==> src/rtl/p1284_neg_pkg.sv <==
package p1284_neg_pkg;

    typedef enum logic [2:0] {
        ST_IDLE,
        ST_SETUP,
        ST_WAIT_RESP,
        ST_STROBE,
        ST_WAIT_LATCH,
        ST_TREQ,
        ST_THSK,
        ST_TFIN
    } neg_state_t;

    typedef enum logic [1:0] {
        RES_OK      = 2'd0,
        RES_NOSUP   = 2'd1,
        RES_TIMEOUT = 2'd2,
        RES_IOERR   = 2'd3
    } neg_result_t;

    localparam int unsigned IN_W = 5;

endpackage

==> src/rtl/p1284_sync.sv <==
module p1284_sync #(
    parameter int unsigned W = 5,
    parameter logic [W-1:0] RST_VAL = '0
) (
    input  logic         clk,
    input  logic         rst_n,
    input  logic [W-1:0] d_i,
    output logic [W-1:0] q_o
);
    for (genvar i = 0; i < W; i++) begin : g_bit
        logic s1, s2;
        always_ff @(posedge clk or negedge rst_n) begin
            if (!rst_n) begin
                s1 <= RST_VAL[i];
                s2 <= RST_VAL[i];
            end else begin
                s1 <= d_i[i];
                s2 <= s1;
            end
        end
        assign q_o[i] = s2;
    end
endmodule

==> src/rtl/p1284_wait_timer.sv <==
module p1284_wait_timer #(
    parameter int unsigned CW = 8
) (
    input  logic          clk,
    input  logic          rst_n,
    input  logic          load_i,
    input  logic [CW-1:0] limit_i,
    output logic          expired_o
);
    logic [CW-1:0] cnt_q;

    always_ff @(posedge clk or negedge rst_n) begin
        if (!rst_n)                cnt_q <= '0;
        else if (load_i)           cnt_q <= limit_i;
        else if (cnt_q != '0)      cnt_q <= cnt_q - 1'b1;
    end

    assign expired_o = (cnt_q == '0);
endmodule

==> src/rtl/p1284_neg_ctrl.sv <==
module p1284_neg_ctrl
    import p1284_neg_pkg::*;
#(
    parameter int unsigned T_SETUP = 3,
    parameter int unsigned T_RESP  = 8,
    parameter int unsigned T_PAUSE = 2,
    parameter int unsigned DW      = 8
) (
    input  logic          clk,
    input  logic          rst_n,
    input  logic          start_i,
    input  logic [DW-1:0] mode_i,
    input  logic          term_i,
    output logic [DW-1:0] data_o,
    output logic          strobe_n_o,
    output logic          autofd_n_o,
    output logic          sel_in_n_o,
    output logic          init_n_o,
    input  logic          ack_n_i,
    input  logic          busy_i,
    input  logic          perror_i,
    input  logic          select_i,
    input  logic          fault_n_i,
    output logic          done_o,
    output logic [1:0]    status_o,
    output logic          active_o,
    output logic [DW-1:0] cur_mode_o
);
    localparam int unsigned T_LONG = T_SETUP + T_RESP;
    localparam int unsigned T_MAX  = (T_LONG > T_PAUSE) ? T_LONG : T_PAUSE;
    localparam int unsigned CW     = $clog2(T_MAX + 1) + 1;

    // synchronized peripheral lines {ack_n, busy, perror, select, fault_n}
    logic [IN_W-1:0] pin_s;
    logic ack_n_s, busy_s, perror_s, select_s, fault_n_s;

    p1284_sync #(.W(IN_W), .RST_VAL(5'b10001)) u_sync (
        .clk   (clk),
        .rst_n (rst_n),
        .d_i   ({ack_n_i, busy_i, perror_i, select_i, fault_n_i}),
        .q_o   (pin_s)
    );
    assign {ack_n_s, busy_s, perror_s, select_s, fault_n_s} = pin_s;

    neg_state_t  st_q, st_d;
    logic        tfail_q, tfail_set;
    logic        fin, acc, clr;
    neg_result_t fin_res;
    logic        tmr_exp;
    logic [CW-1:0] tmr_lim;

    always_comb begin
        unique case (st_d)
            ST_SETUP:      tmr_lim = CW'(T_SETUP);
            ST_WAIT_RESP:  tmr_lim = CW'(T_RESP);
            ST_STROBE:     tmr_lim = CW'(T_PAUSE);
            ST_WAIT_LATCH: tmr_lim = CW'(T_LONG);
            ST_TREQ:       tmr_lim = CW'(T_LONG);
            ST_THSK:       tmr_lim = CW'(T_RESP);
            default:       tmr_lim = '0;
        endcase
    end

    p1284_wait_timer #(.CW(CW)) u_tmr (
        .clk       (clk),
        .rst_n     (rst_n),
        .load_i    (st_q != st_d),
        .limit_i   (tmr_lim),
        .expired_o (tmr_exp)
    );

    // next-state and completion decisions
    always_comb begin
        st_d      = st_q;
        fin       = 1'b0;
        fin_res   = RES_OK;
        acc       = 1'b0;
        clr       = 1'b0;
        tfail_set = 1'b0;
        unique case (st_q)
            ST_IDLE: begin
                if (start_i) begin
                    if (sel_in_n_o) begin
                        fin     = 1'b1;
                        fin_res = RES_IOERR;
                    end else begin
                        st_d = ST_SETUP;
                    end
                end else if (term_i) begin
                    st_d = ST_TREQ;
                end
            end
            ST_SETUP: if (tmr_exp) st_d = ST_WAIT_RESP;
            ST_WAIT_RESP: begin
                if (perror_s && select_s && fault_n_s && !ack_n_s) begin
                    st_d = ST_STROBE;
                end else if (tmr_exp) begin
                    st_d    = ST_IDLE;
                    fin     = 1'b1;
                    fin_res = RES_TIMEOUT;
                end
            end
            ST_STROBE: if (tmr_exp) st_d = ST_WAIT_LATCH;
            ST_WAIT_LATCH: begin
                if (ack_n_s) begin
                    st_d = ST_IDLE;
                    fin  = 1'b1;
                    if (data_o == '0 || select_s) begin
                        acc     = 1'b1;
                        fin_res = RES_OK;
                    end else begin
                        fin_res = RES_NOSUP;
                    end
                end else if (tmr_exp) begin
                    st_d    = ST_IDLE;
                    fin     = 1'b1;
                    fin_res = RES_IOERR;
                end
            end
            ST_TREQ: begin
                if (busy_s && fault_n_s && !ack_n_s) begin
                    st_d = ST_THSK;
                    clr  = 1'b1;
                end else if (tmr_exp) begin
                    st_d      = ST_TFIN;
                    clr       = 1'b1;
                    tfail_set = 1'b1;
                end
            end
            ST_THSK: begin
                if (ack_n_s) begin
                    st_d = ST_TFIN;
                end else if (tmr_exp) begin
                    st_d      = ST_TFIN;
                    tfail_set = 1'b1;
                end
            end
            ST_TFIN: begin
                st_d    = ST_IDLE;
                fin     = 1'b1;
                fin_res = tfail_q ? RES_IOERR : RES_OK;
            end
            default: st_d = ST_IDLE;
        endcase
    end

    // state register
    always_ff @(posedge clk or negedge rst_n) begin
        if (!rst_n) begin
            st_q    <= ST_IDLE;
            tfail_q <= 1'b0;
        end else begin
            st_q <= st_d;
            if (st_q == ST_IDLE)  tfail_q <= 1'b0;
            else if (tfail_set)   tfail_q <= 1'b1;
        end
    end

    // outputs: line levels follow the state being entered
    always_ff @(posedge clk or negedge rst_n) begin
        if (!rst_n) begin
            data_o     <= '0;
            strobe_n_o <= 1'b1;
            autofd_n_o <= 1'b1;
            sel_in_n_o <= 1'b0;
            done_o     <= 1'b0;
            status_o   <= RES_OK;
            active_o   <= 1'b0;
            cur_mode_o <= '0;
        end else begin
            if (st_q != st_d) begin
                unique case (st_d)
                    ST_SETUP:      data_o <= mode_i;
                    ST_WAIT_RESP: begin
                        sel_in_n_o <= 1'b1;
                        autofd_n_o <= 1'b0;
                        strobe_n_o <= 1'b1;
                    end
                    ST_STROBE:     strobe_n_o <= 1'b0;
                    ST_WAIT_LATCH: begin
                        strobe_n_o <= 1'b1;
                        autofd_n_o <= 1'b1;
                    end
                    ST_TREQ: begin
                        sel_in_n_o <= 1'b0;
                        autofd_n_o <= 1'b1;
                        strobe_n_o <= 1'b1;
                    end
                    ST_THSK:       autofd_n_o <= 1'b0;
                    ST_TFIN:       autofd_n_o <= 1'b1;
                    default: ;
                endcase
            end
            done_o <= fin;
            if (fin) status_o <= fin_res;
            if (acc) begin
                active_o   <= 1'b1;
                cur_mode_o <= data_o;
            end else if (clr) begin
                active_o   <= 1'b0;
                cur_mode_o <= '0;
            end
        end
    end

    assign init_n_o = 1'b1;

    // refused start leaves the lines alone and reports an I/O error
    a_r1_refused_start: assert property (@(posedge clk) disable iff (!rst_n)
        (st_q == ST_IDLE && start_i && sel_in_n_o)
        |=> (done_o && status_o == RES_IOERR && sel_in_n_o && $stable(data_o)));

    // request byte held throughout an operation
    a_r2_data_hold: assert property (@(posedge clk) disable iff (!rst_n)
        (st_q != ST_IDLE && $past(st_q) != ST_IDLE) |-> $stable(data_o));

    // strobe only low during the latch pulse
    a_r5_strobe_in_e3: assert property (@(posedge clk) disable iff (!rst_n)
        !strobe_n_o |-> (st_q == ST_STROBE));

    // mode already cleared during the host handshake
    a_r9_cleared_in_e25: assert property (@(posedge clk) disable iff (!rst_n)
        (st_q == ST_THSK) |-> (!active_o && cur_mode_o == '0));

    // auto-feed high whenever a termination completes
    a_r10_afd_high_on_exit: assert property (@(posedge clk) disable iff (!rst_n)
        ($past(st_q) == ST_TFIN) |-> (autofd_n_o && done_o));

    // completion is a single-cycle pulse
    a_r11_done_pulse: assert property (@(posedge clk) disable iff (!rst_n)
        done_o |=> !done_o);

endmodule

==> config.mk <==
export PLATFORM = sky130hd
export DESIGN_NAME = p1284_neg_ctrl
export DESIGN_NICKNAME = d
export VERILOG_FILES = /design/src/rtl/p1284_neg_pkg.sv /design/src/rtl/p1284_sync.sv /design/src/rtl/p1284_wait_timer.sv /design/src/rtl/p1284_neg_ctrl.sv
export SDC_FILE = /design/constraint.sdc
export NUM_CORES = 1
export LEC_CHECK = 0
export BUFFER_PORTS_ARGS = -buffer_cell sky130_fd_sc_hd__buf_2
export CORE_MARGIN = 2
export CORE_UTILIZATION = 59
export DETAILED_ROUTE_END_ITERATION = 8
export PLACE_DENSITY = 0.84
export REMOVE_ABC_BUFFERS = 1
export SETUP_SLACK_MARGIN = 0.1
export SLEW_MARGIN = 15
export SYNTH_ARGS = -nofsm -noshare
export SYNTH_HDL_FRONTEND = slang
export SYNTH_HIERARCHICAL = 1
export SYNTH_SLANG_ARGS = --single-unit
==> constraint.sdc <==
create_clock -name clk -period 5.4 [get_ports clk]
set_input_delay 0 -clock clk [delete_from_list [all_inputs] [get_ports clk]]
set_output_delay 0 -clock clk [all_outputs]
set_load 0.02 [all_outputs]
==> reports/qor.csv <==
metric;value;unit
worst-r2r-cell-count;8;
start_util;62.1;%
synth_compound_area_share;19.7;%
crit_required;5.64;ns
routed_wl;4.24;mm
tns;0;ns
grt_pass1_wl;7.07;mm
clock-sinks;42;
p_sw_share;44.0;%
path_clk_slew;0.12;ns
nFillCells;250;
finClkSkew;0.00778;ns
htreeDepth;2;
fin_ws;2.48;ns
worstSkewPairLatency;0.35;ns
cpMaxStageDelayCell;a311oi_4;
syn_to_final_growth;18.7;%
dieArea;4060;sq um
slew_headroom;41.9;%
hp-start;term_i;
yosysSeqAreaShare;50.3;%
synthesis.area;2110;sq um
antenna_found_initial;0;
critPathKind;reg2reg;
slowest_delay;0.55;ns
fmax;342;MHz
synth_area_per_cell;10.3;sq um
io_buffers;39;
grtUsageTotal;22.4;%
dr.pass1.iters;4;
cts_tree;yes;
hold_class;in2reg;
worstPathCellList;inv_1, ha_1, nor4b_4, o21ai_0, a221oi_2, o221ai_2, a311oi_4, mux2_2;
yosysWarnings;6;
rsz0062_at_grt;no;
register_area;1060;sq um
numCtsBuffers;5;
r2r_start;u_tmr/cnt_q[0]$_DFFE_PN0P_;
multi_input_area;920;sq um
coreArea;3390;sq um
met3_length;210;microns
post-route-period-util;54.1;%
finalWeightedCongestion;0.890;
max-vdd-ir-drop;0.313;mV
vias_per_cell;5.69;
internal-power;0.837;mW
ioPinCount;41;
grt_max_degree;43;
first_global_vias;1581;
maxSlewViolCount;0;
worst_pin_slew;0.872;ns
antenna_cells;0;
p_per_area;598;nW/um^2
power;1.49;mW
route.detailed.wl_per_inst;14.2;microns
reg2reg_setup_slack;2.48;ns
dp_hpwl;2.90;mm
grt_remaining_overflow;0;
holdPathStages;4;
cap_violations;0;
synth_flop_cell;dfrtp_1;
status;finished clean;
nets;269;
preCtsSetupSlack;2.48;ns
synth-simple-area-share;15.3;%
drc;0;
synthAdderAreaFrac;0.594;%
ys_seq_elements;42;
synth.area.mux_share;6.36;%
highest_layer;met4;
p_switching;0.658;mW
die_w;63.7;microns
postCtsSetupBuffers;0;
placed_area;2280;sq um
vias;1695;
wl_met2;2.11;mm
final_area;2500;sq um
synth_cell_types;50;
synth_cells;205;
r2r_end;data_o[6]$_DFFE_PN0P_;
setup_violations;0;
drive_above_1_share;30.2;%
p_leak;1.12;nW
synth_xor_area_share;1.25;%
fp-row-count;21;
ant_nets;0;
synth_top_family_by_area;compound AO/OA/AOI/OAI gates;
min_period;2.92;ns
die_h;63.7;microns
hold_viol;0;
worstPathMaxFanout;10;
p_seq_share;37.2;%
combPwrFrac;49.7;%
synth-async-reset-ratio;100;%
cts_buffer_depth;2;
drt_iter0_drc;142;
drt-met1-wl;1.85;mm
p_clk_share;13.1;%
end_kind;register;
cp-start-kind;register;
synth_edf_count;0;
fin_hold_ws;0.0331;ns
cp.arrival;3.17;ns
cts_root_buffer;clkbuf_4;
min_to;sel_in_n_o$_DFFE_PN0P_;
==> per-layer routing <==
metal / up-vias / GRT usage [%]
li1: 810 / -
met1: 819 / 29.7
met2: 56 / 35.9
met3: 10 / 5.46
met4: 0 / 7.88
met5: - / 0
==> kinds of logic (layout without fill, tap and decap cells) <==
group | after synthesis | after routing
compound gates | 60 | 60
simple gates | 59 | 59
flops | 42 | 42
buf+inv | 26 | 72
mux | 12 | 12
xor+xnor | 3 | 3
other cells | 2 | 3
fa+ha+maj | 1 | 1
==> flip-flops by register name (all words and copies together) (netlist names), 2 cells and up <==
name	count
status_o	2
data_o	8
u_tmr/cnt_q	5
cur_mode_o	8
u_sync/g_bit.s1	5
u_sync/g_bit.s2	5
st_q	3
==> placed cells by master, fill, tap and decap left out, types with 6 or more instances in the layout <==
cell / count
mux2_2: 11
nor2_1: 8
o21ai_0: 20
nand2_1: 26
inv_1: 9
dfstp_2: 6
a21oi_1: 12
dlygate4sd3_1: 14
buf_2: 39
dfrtp_1: 36
==> how the worst max path moves through the flow <==
| stage | slack [ns] | from | cells past startpoint | end |
|---|---|---|---|---|
| after CTS | 2.47 | u_tmr/cnt_q[0]$_DFFE_PN0P_ | 8 | data_o[6]$_DFFE_PN0P_ |
| after floorplan | 2.44 | u_tmr/cnt_q[0]$_DFFE_PN0P_ | 8 | data_o[0]$_DFFE_PN0P_ |
| after detailed placement | 2.48 | u_tmr/cnt_q[0]$_DFFE_PN0P_ | 8 | data_o[6]$_DFFE_PN0P_ |
| after global placement | 2.59 | u_tmr/cnt_q[0]$_DFFE_PN0P_ | 8 | data_o[0]$_DFFE_PN0P_ |
| final | 2.48 | u_tmr/cnt_q[0]$_DFFE_PN0P_ | 8 | data_o[6]$_DFFE_PN0P_ |
| after global routing | 2.29 | u_tmr/cnt_q[0]$_DFFE_PN0P_ | 8 | data_o[6]$_DFFE_PN0P_ |
==> critical path: cells and delay by family (launching register included) <==
family                   cells  cell delay [ns]
flip-flops                   1             0.39
adder cells (fa/ha/maj)      1             0.21
AND/OR/NAND/NOR              1             0.44
multiplexers                 1             0.40
AO/OA/AOI/OAI                4             1.30
buffers and inverters        1             0.08
==> synth_stat cells, drive strengths merged (2+ instances only) <==
master / n / share of area (%)
o31ai: 5 / 1.8
a21oi: 12 / 2.9
dfstp: 6 / 7.5
o21ai: 22 / 5.4
and2: 3 / 0.95
xnor2: 3 / 1.2
buf: 14 / 4.1
o22ai: 3 / 0.89
dfrtp: 36 / 43
a311oi: 2 / 1.7
a32oi: 2 / 0.83
nor3: 2 / 0.48
nand3b: 2 / 0.71
inv: 9 / 1.6
nor4: 2 / 0.59
o211ai: 2 / 0.71
nand3: 4 / 0.95
nand2: 26 / 4.6
o21bai: 2 / 0.71
nor2: 8 / 1.4
nand2b: 4 / 1.2
conb: 2 / 0.36
o221ai: 2 / 1.1
clkbuf: 3 / 0.53
nor4b: 2 / 1.5
mux2: 11 / 5.9
==> power by group through the flow <==
stage / Clock (mW) / Combinational [mW] / Sequential [mW]
after floorplan: 0 / 0.459 / 0.624
after global placement: 0 / 0.707 / 0.557
after detailed placement: 0 / 0.728 / 0.560
after CTS: 0.201 / 0.738 / 0.554
after global routing: 0.219 / 0.808 / 0.576
final: 0.196 / 0.743 / 0.556
==> what timing repair did <==
action / in CTS / in global routing
resized for setup: 0 / 0
endpoints found under the setup margin: 0 / 0
hold buffers: 14 / 0
hold endpoints to repair: 49 / 0
==> metrics by stage <==
stage / cells / utilization (%)
final: 298 / 73.7
after global routing: 298 / 73.7
after CTS: 298 / 73.7
after detailed placement: 276 / 67.3
after global placement: 276 / 67.3
after floorplan: 189 / -
==> cell type report <==
type                    count  area share [%]
flip-flops and latches     42            42.4
multi-input cells         138            36.8
repair buffers             55            14.0
well taps                  46            2.30
clock buffers               6            1.65
clock inverters             2            1.50
inverters                   9            1.35
No activity file was read; power rests on OpenSTA's default activity.
